File: src/rtl/dbg_rst_pkg.sv
// Shared types for the debug reset sequencer.
package dbg_rst_pkg;

    // Sequencer phases, in the order they are visited.
    typedef enum logic [2:0] {
        SEQ_IDLE,
        SEQ_HR_LEAD,
        SEQ_TR_HOLD,
        SEQ_BURST,
        SEQ_WINDOW
    } seq_state_e;

endpackage

File: src/rtl/dbg_interval_timer.sv
// Tick-based interval timer.
// A prescaler divides the clock by DIV to make ticks. After load_i, expire_o
// pulses for one cycle, exactly ticks_i*DIV cycles after the load edge.
// Assumes ticks_i >= 1 (a value of 0 is treated as 1).
module dbg_interval_timer #(
    parameter int DIV    = 50000,
    parameter int TICK_W = 16
) (
    input  logic              clk_i,
    input  logic              rst_ni,
    input  logic              load_i,
    input  logic [TICK_W-1:0] ticks_i,
    output logic              expire_o
);
    localparam int PRE_W = (DIV > 1) ? $clog2(DIV) : 1;
    localparam logic [PRE_W-1:0] PRE_LAST = PRE_W'(DIV - 1);

    logic [PRE_W-1:0]  pre_q;
    logic [TICK_W-1:0] cnt_q;
    logic [TICK_W-1:0] last_q;
    logic              run_q;
    logic              tick;

    assign tick     = run_q && (pre_q == PRE_LAST);
    assign expire_o = tick && (cnt_q == last_q);

    // Prescaler and tick counter; a load restarts both.
    always_ff @(posedge clk_i) begin
        if (!rst_ni) begin
            pre_q  <= '0;
            cnt_q  <= '0;
            last_q <= '0;
            run_q  <= 1'b0;
        end else if (load_i) begin
            pre_q  <= '0;
            cnt_q  <= '0;
            last_q <= (ticks_i == '0) ? '0 : ticks_i - 1'b1;
            run_q  <= 1'b1;
        end else if (run_q) begin
            if (tick) begin
                pre_q <= '0;
                if (expire_o) run_q <= 1'b0;
                else          cnt_q <= cnt_q + 1'b1;
            end else begin
                pre_q <= pre_q + 1'b1;
            end
        end
    end
endmodule

File: src/rtl/dbg_tms_burst.sv
// TCK burst generator for the TMS-high TAP reset.
// After start_i it emits LEN clock periods on tck_o. Each period is HALF
// cycles low, then HALF cycles high. done_o pulses in the last cycle of the
// burst. Assumes start_i is not repeated while a burst is running.
module dbg_tms_burst #(
    parameter int LEN  = 5,
    parameter int HALF = 25
) (
    input  logic clk_i,
    input  logic rst_ni,
    input  logic start_i,
    output logic tck_o,
    output logic done_o
);
    localparam int PH_N   = 2 * LEN;
    localparam int PH_W   = (PH_N > 1) ? $clog2(PH_N) : 1;
    localparam int HALF_W = (HALF > 1) ? $clog2(HALF) : 1;
    localparam logic [PH_W-1:0]   PH_LAST   = PH_W'(PH_N - 1);
    localparam logic [HALF_W-1:0] HALF_LAST = HALF_W'(HALF - 1);

    logic              act_q;
    logic [PH_W-1:0]   ph_q;
    logic [HALF_W-1:0] half_q;
    logic              half_end;

    assign half_end = act_q && (half_q == HALF_LAST);
    assign done_o   = half_end && (ph_q == PH_LAST);
    assign tck_o    = act_q && ph_q[0];

    // Half-period and phase counters; odd phases are the high halves.
    always_ff @(posedge clk_i) begin
        if (!rst_ni) begin
            act_q  <= 1'b0;
            ph_q   <= '0;
            half_q <= '0;
        end else if (start_i) begin
            act_q  <= 1'b1;
            ph_q   <= '0;
            half_q <= '0;
        end else if (act_q) begin
            if (half_end) begin
                half_q <= '0;
                if (done_o) act_q <= 1'b0;
                else        ph_q  <= ph_q + 1'b1;
            end else begin
                half_q <= half_q + 1'b1;
            end
        end
    end
endmodule

File: src/rtl/debug_rst_seq.sv
// Debug probe reset sequencer (top).
// Sequence: hard reset low, then test reset pulsed, then a TMS-high TCK burst,
// then a command window, then hard reset released. In test-reset-only mode
// hard reset is never driven. Assumes BURST_LEN*2*TCK_HALF is shorter than
// TR_TO_HR_TICKS ticks; if it is not, hard reset is released on schedule
// regardless.
module debug_rst_seq #(
    parameter int CLK_HZ         = 50_000_000,
    parameter int TICK_HZ        = 1000,
    parameter int HR_TO_TR_TICKS = 100,
    parameter int TR_HOLD_TICKS  = 100,
    parameter int TR_TO_HR_TICKS = 100,
    parameter int BURST_LEN      = 5,
    parameter int TCK_HALF       = 25,
    parameter int TICK_W         = 16
) (
    input  logic clk_i,
    input  logic rst_ni,
    input  logic start_i,
    input  logic trst_only_i,
    input  logic cmd_done_i,
    output logic hrst_no,
    output logic trst_no,
    output logic tck_o,
    output logic tms_o,
    output logic window_o,
    output logic busy_o,
    output logic missed_o
);
    import dbg_rst_pkg::*;

    localparam int DIV = (CLK_HZ / TICK_HZ > 0) ? CLK_HZ / TICK_HZ : 1;
    localparam logic [TICK_W-1:0] T_LEAD = TICK_W'(HR_TO_TR_TICKS);
    localparam logic [TICK_W-1:0] T_HOLD = TICK_W'(TR_HOLD_TICKS);
    localparam logic [TICK_W-1:0] T_WIN  = TICK_W'(TR_TO_HR_TICKS);

    seq_state_e        state_q, state_d;
    logic              mode_q;
    logic              seen_q;
    logic              missed_q;
    logic              tmr_load;
    logic [TICK_W-1:0] tmr_ticks;
    logic              tmr_expire;
    logic              burst_go;
    logic              burst_done;
    logic              accept;
    logic              hr_release;

    dbg_interval_timer #(.DIV(DIV), .TICK_W(TICK_W)) u_timer (
        .clk_i   (clk_i),
        .rst_ni  (rst_ni),
        .load_i  (tmr_load),
        .ticks_i (tmr_ticks),
        .expire_o(tmr_expire)
    );

    dbg_tms_burst #(.LEN(BURST_LEN), .HALF(TCK_HALF)) u_burst (
        .clk_i  (clk_i),
        .rst_ni (rst_ni),
        .start_i(burst_go),
        .tck_o  (tck_o),
        .done_o (burst_done)
    );

    assign accept     = (state_q == SEQ_IDLE) && start_i;
    assign hr_release = !mode_q && tmr_expire &&
                        ((state_q == SEQ_WINDOW) || (state_q == SEQ_BURST));

    // Next-state decode, timer loads and burst launch.
    always_comb begin
        state_d   = state_q;
        tmr_load  = 1'b0;
        tmr_ticks = '0;
        burst_go  = 1'b0;
        unique case (state_q)
            SEQ_IDLE: begin
                if (start_i) begin
                    tmr_load = 1'b1;
                    if (trst_only_i) begin
                        state_d   = SEQ_TR_HOLD;
                        tmr_ticks = T_HOLD;
                    end else begin
                        state_d   = SEQ_HR_LEAD;
                        tmr_ticks = T_LEAD;
                    end
                end
            end
            SEQ_HR_LEAD: begin
                if (tmr_expire) begin
                    state_d   = SEQ_TR_HOLD;
                    tmr_load  = 1'b1;
                    tmr_ticks = T_HOLD;
                end
            end
            SEQ_TR_HOLD: begin
                if (tmr_expire) begin
                    state_d  = SEQ_BURST;
                    burst_go = 1'b1;
                    if (!mode_q) begin
                        tmr_load  = 1'b1;
                        tmr_ticks = T_WIN;
                    end
                end
            end
            SEQ_BURST: begin
                if (hr_release)      state_d = SEQ_IDLE;
                else if (burst_done) state_d = mode_q ? SEQ_IDLE : SEQ_WINDOW;
            end
            SEQ_WINDOW: begin
                if (tmr_expire) state_d = SEQ_IDLE;
            end
            default: state_d = SEQ_IDLE;
        endcase
    end

    // Phase register and the mode captured at an accepted start.
    always_ff @(posedge clk_i) begin
        if (!rst_ni) begin
            state_q <= SEQ_IDLE;
            mode_q  <= 1'b0;
        end else begin
            state_q <= state_d;
            if (accept) mode_q <= trst_only_i;
        end
    end

    // Handshake latch and the sticky missed-window flag.
    always_ff @(posedge clk_i) begin
        if (!rst_ni) begin
            seen_q   <= 1'b0;
            missed_q <= 1'b0;
        end else if (accept) begin
            seen_q   <= 1'b0;
            missed_q <= 1'b0;
        end else begin
            if ((state_q == SEQ_WINDOW) && cmd_done_i) seen_q <= 1'b1;
            if (hr_release) missed_q <= !(seen_q || ((state_q == SEQ_WINDOW) && cmd_done_i));
        end
    end

    assign hrst_no  = (state_q == SEQ_IDLE) || mode_q;
    assign trst_no  = (state_q != SEQ_TR_HOLD);
    assign tms_o    = 1'b1;
    assign window_o = (state_q == SEQ_WINDOW);
    assign busy_o   = (state_q != SEQ_IDLE);
    assign missed_o = missed_q;
endmodule

File: config.mk
export PLATFORM = sky130hd
export DESIGN_NAME = debug_rst_seq
export DESIGN_NICKNAME = d
export VERILOG_FILES = /design/src/rtl/dbg_rst_pkg.sv /design/src/rtl/dbg_interval_timer.sv /design/src/rtl/dbg_tms_burst.sv /design/src/rtl/debug_rst_seq.sv
export SDC_FILE = /design/constraint.sdc
export NUM_CORES = 1
export LEC_CHECK = 0
export BUFFER_PORTS_ARGS = -buffer_cell sky130_fd_sc_hd__buf_4
export CAP_MARGIN = 10
export CORE_MARGIN = 2
export CORE_UTILIZATION = 44
export CTS_BUF_LIST = sky130_fd_sc_hd__clkbuf_4 sky130_fd_sc_hd__clkbuf_8 sky130_fd_sc_hd__clkbuf_16
export DETAILED_ROUTE_END_ITERATION = 10
export HOLD_SLACK_MARGIN = 0.12
export PLACE_DENSITY_LB_ADDON = 0.15
export SLEW_MARGIN = 10
export SYNTH_ARGS = -nofsm -noshare
export SYNTH_HDL_FRONTEND = slang
export SYNTH_SLANG_ARGS = --single-unit
File: constraint.sdc
create_clock -name clk_i -period 3.9 [get_ports clk_i]
set_input_delay 0.78 -clock clk_i [delete_from_list [all_inputs] [get_ports clk_i]]
set_output_delay 0.78 -clock clk_i [all_outputs]
set_load 0.005 [all_outputs]
# After elaboration in Yosys (flattened, before gate mapping)
# Index checks and enable logic that the tools add are counted.
[totals]
elab_cells = 87
ff_bits = 65
out_inout_bits = 7
input_bits = 5
[classes]
eq_ne = 14
bitwise = 3
mux = 31
addsub = 5
n_reduce_logical = 23
[op_table]
columns = ["op", "n"]
rows = [
  ["16-bit by 1-bit adder with 16-bit output, second input constant", 2],
  ["16-bit two-way mux", 2],
  ["7-bit two-way mux", 4],
  ["3-bit two-way mux", 7],
  ["7-bit one-hot mux with 3 select lines", 1],
  ["16-bit == test", 1],
  ["16-bit == test, second input constant", 1],
  ["16-bit logical NOT", 1],
  ["3-bit one-hot mux with 5 select lines", 1],
  ["1-bit two-way mux", 13],
  ["1-bit logical AND", 9],
  ["7-bit by 1-bit subtractor with 8-bit output, second input constant", 1],
  ["3-bit by 2-bit == test with 1-bit output, second input constant", 2],
  ["2-bit inequality test, second input constant", 3],
  ["3-bit AND reduction", 2],
  ["2-bit OR reduction", 3],
  ["5-bit by 1-bit adder with 5-bit output, second input constant", 1],
  ["5-bit == test, second input constant", 1],
  ["5-bit two-way mux", 1],
  ["5-bit AND reduction", 1],
  ["4-bit by 1-bit adder with 4-bit output, second input constant", 1],
  ["4-bit == test, second input constant", 1],
  ["3-bit by 1-bit == test with 1-bit output, second input constant", 1],
  ["3-bit == test, second input constant", 1],
  ["other kinds (10)", 15],
]

# Depth between registers and ports, before layout
[logic_depth]
ltp_word = 7
mapped_depth = 7
ltp_nobuf = 7

# Cells and area by module
# Synthesis repeated with hierarchy kept, for this count alone.
[unflattened]
cells_unflattened = 409
hier_area_um2 = 3544.6
[by_module_without_submodules]
columns = ["mod", "instances", "cells_per_inst", "area_each_um2"]
rows = [
  ["dbg_interval_timer", 1, 296, 2531.2],
  ["dbg_tms_burst", 1, 62, 594.3],
  ["debug_rst_seq", 1, 51, 419.2],
]

# Worst setup path before layout
# OpenSTA, ideal clock, no wires.
[synth_timing]
kind = "reg2reg"
startpoint = "register u_timer.pre_q[0]"
endpoint = "register u_timer.cnt_q[7]"
t_required_ns = 3.775
n_path_buf = 1
path_stages_with_launch = 8
path_slack_ns = 1.677
arrival_ns = 2.097
period_less_slack_ns = 2.223
path_cell_list = "dfxtp_1 > ha_1 > nand4_1 > or4_4 > or4_4 > nand3_2 > buf_6 > a21oi_1"
[synth_via]
elab_chain_len = 6
[synth_lines]
columns = ["item", "line_no", "rtl"]
rows = [
  ["start: declaration", "dbg_interval_timer.sv:18", "logic [PRE_W-1:0] pre_q;"],
  ["start signal: assignment", "dbg_interval_timer.sv:45", "pre_q <= pre_q + 1'b1;"],
  ["16-bit == test *", "dbg_interval_timer.sv:24", "assign tick = run_q && (pre_q == PRE_LAST);"],
  ["1-bit logical AND *", "dbg_interval_timer.sv:24", ""],
  ["1-bit logical AND", "dbg_interval_timer.sv:25", "assign expire_o = tick && (cnt_q == last_q);"],
  ["1-bit two-way mux (on tied branches)", "debug_rst_seq.sv:96, debug_rst_seq.sv:89", ""],
  ["1-bit one-hot mux with 3 select lines", "debug_rst_seq.sv:75", "unique case (state_q)"],
  ["2-bit OR reduction (no source line)", "-", ""],
  ["end signal: assignment", "dbg_interval_timer.sv:43", "else cnt_q <= cnt_q + 1'b1;"],
  ["end: declaration", "dbg_interval_timer.sv:19", "logic [TICK_W-1:0] cnt_q;"],
]
# Mark *: on every way between the ends. The rest lies on a longest branch, timed or not.
# A chain may end at the register's enable or synchronous reset.

# Final worst setup path
[layout_timing]
startpoint = "register u_timer.pre_q[0]"
endpoint = "register u_timer.cnt_q[13]"
# The elaborated chain is that of the path after synthesis.

==> metrics.cfg <==
[outcome]
status=finished clean

[logic_synthesis]
netlist_area_um2=2510
synthArstFlopShare=0
syn_avg_cell_area_um2=8.51
synth_fp_nets=306
yosysSeqAreaShare=0.399
ys_ff_latch=50
yosys_warnings=0
ys.flop_type=dfxtp_1
synthDistinctLibCells=49
syn_inst=295
synth_enable_flop_cells=0

[clock_network]
h-tree-depth=2
clk-insertion-delay-late_ps=300
cts_hold_buf=0
cts_tree=yes
clock-root-buffer=clkbuf_8
clkSinkCount=50
postCtsSetupBuffers=0
cts_resized=0
cts_buffers=5
path_clk_slew_ps=90
clockBufferDepth=2

[power_and_ir_drop]
vdd_drop_max_uv=233
power_switching_w=0.000209
p_per_area_nw_per_um2=322
clkPwrFrac=0.345
power_frac_comb=0.057
seqPwrFrac=0.598
cellInternalPower_w=0.000668
switching_share=0.239
leakagePower_nw=0.980

[floorplanning]
chipHeight_um=79.5
die_w_um=79.5
dieArea_um2=6330
fp.coreArea_um2=5510
row_count=27
start_util=0.456
pin_count=12

[timing]
min_period_ps=2440
setup-violations-final=0
finalClockSkew_ps=11.8
timing.final.max_slew_violations=0
hold_viol_final=0
worst_pin_slew_ps=773
max_slew_margin=0.482
rsz0062_at_grt=false
fmax_mhz=409
finalSetupTns_ps=0
fin_crit_sh=0.626

[layout]
final_util=0.495
fin_cells=377
fillers=548
area_growth_syn_to_layout_pct=8.52
num_antenna_cells=0
drive_gt1_frac=0.0951
nets=315

[worst_setup_path]
reg2regPathDepth=6
critPathRequiredTime_ps=4120
crit_type=flip-flop to flip-flop
reg2reg_to=u_timer.cnt_q[13]
cp_max_fo=10
r2r_start=u_timer.pre_q[0]
r2r_slack_ps=1460
end_kind=flip-flop
cp-start-kind=flip-flop
arrival_ps=2670

[hold_path]
holdCritStartpoint=seen_q
worst_hold_path.num_cells=2
hp-class=flip-flop to flip-flop
hold_path_end=seen_q

[drt]
drt_pre_antenna_iters=5
routed_wl_um=4840
final_antenna_net_count=0
vias=2049
post-route-drc-count=0
avgViaCountPerCell=5.44
drt_iter0_drc=114
routedWlPerCell_um=12.8

[global_route]
grt_pass1_wl_um=8360
antenna_found_initial=0
grt_overflow=0
grt_max_degree=19
grt_pass1_vias=1860
grtUsageTotal=0.164

[place]
hpwl_um=3420
io_buffers=10
gp_congestion=0.816
place_inst=369

[run]
cap_violations=0

==> layer usage <==
| metal | GRT usage | part of all wire | up-vias |
|---|---|---|---|
| li1 | - | - | 1071 |
| met1 | 0.226 | 0.53 | 952 |
| met2 | 0.255 | 0.43 | 19 |
| met3 | 0.0339 | 0.021 | 7 |
| met4 | 0.0517 | 0.013 | 0 |
| met5 | 0 | 0 | - |
==> cells in the mapped netlist (5+ instances only) <==
library cell / instances / area [um2]
dfxtp_1: 50 / 1000
nor2_1: 39 / 146
nand2_1: 23 / 86.3
xor2_1: 19 / 166
a21oi_1: 17 / 85.1
nand3_1: 13 / 65.1
nand4_1: 13 / 81.3
inv_1: 10 / 37.5
o21ai_0: 10 / 50.1
and3_1: 9 / 56.3
or3_1: 8 / 50.1
clkbuf_1: 6 / 22.5
ha_1: 6 / 75.1
xnor2_1: 6 / 52.6
a31oi_1: 5 / 31.3
nand2b_1: 5 / 31.3
nor3_1: 5 / 25.0
nor4_1: 5 / 31.3
==> per-stage QoR <==
| stage | cell area (um2) | total power [W] | hold WS [ps] | setup slack (ps) |
|---|---|---|---|---|
| 3_3_place_gp | 2640 | 0.000587 | 440 | 1490 |
| 5_1_grt | 2730 | 0.000916 | 488 | 1240 |
| 6_report | 2730 | 0.000877 | 463 | 1460 |
| 4_1_cts | 2730 | 0.000892 | 468 | 1420 |
| 2_1_floorplan | 2510 | 0.000570 | 420 | 1680 |
| 3_5_place_dp | 2640 | 0.000587 | 445 | 1450 |
==> sequential cells by signal (all words and copies together) (netlist names) <==
name	flops
missed_o	1
mode_q	1
seen_q	1
state_q	3
u_burst.act_q	1
u_burst.half_q	5
u_burst.ph_q	4
u_timer.cnt_q	16
u_timer.last_q	1
u_timer.pre_q	16
u_timer.run_q	1
==> worst max path at each step <==
stage | from | end | slack, ps
final | u_timer.pre_q[0] | u_timer.cnt_q[13] | 1460
after CTS | u_timer.pre_q[0] | u_burst.half_q[2] | 1420
after detailed placement | u_timer.pre_q[0] | u_burst.half_q[2] | 1450
after floorplan | u_timer.pre_q[0] | u_timer.cnt_q[7] | 1680
after global routing | u_timer.pre_q[0] | u_timer.cnt_q[13] | 1240
after global placement | u_timer.pre_q[0] | u_burst.half_q[2] | 1490
==> critical path: stages (launching register included) <==
cell and delay, ps:
dfxtp_1 400, ha_1 220, nand4_1 250, nor4_4 450, o2111ai_2 310, or4_1 570
a21oi_1 180
==> cell type report <==
class                   count  area (um2)  area share
clock inverters             2        13.8     0.00505
repair buffers             10        75.1      0.0275
multi-input cells         227        1430       0.525
well taps                  72        90.1      0.0331
inverters                  10        37.5      0.0138
flip-flops and latches     50        1000       0.367
clock buffers               6        76.3      0.0280
==> kinds of logic after synthesis <==
kind of cell / count (synthesis) / share of synthesized area
AO/OA/AOI/OAI: 47 / 0.121
multiplexers: 3 / 0.0120
adder cells (fa/ha/maj): 6 / 0.0299
buffers and inverters: 18 / 0.0314
AND/OR/NAND/NOR: 145 / 0.318
other: 1 / 0.00149
XOR/XNOR: 25 / 0.0872
flip-flops: 50 / 0.399
==> power groups by stage <==
stage          clock (W)  combinational (W)  sequential, W
2_1_floorplan          0          0.0000402       0.000530
3_3_place_gp           0          0.0000510       0.000536
3_5_place_dp           0          0.0000507       0.000536
4_1_cts         0.000317          0.0000509       0.000524
5_1_grt         0.000334          0.0000565       0.000526
6_report        0.000302          0.0000504       0.000524
==> layout by cell type (no fill, tap or decap), types with 5 or more instances in the layout <==
cell	synthesis	final
nor3_1	5	5
or3_1	8	8
a31oi_1	5	5
buf_4	1	10
nor4_1	5	5
and3_1	9	9
nand3_1	13	13
a21oi_1	17	17
nor2_1	39	39
nand2b_1	5	5
clkbuf_8	0	5
xor2_1	19	19
inv_1	10	10
dfxtp_1	50	50
nand2_1	23	23
nand4_1	13	13
xnor2_1	6	6
ha_1	6	6
o21ai_0	10	10
No activity file was read; power rests on OpenSTA's default activity.
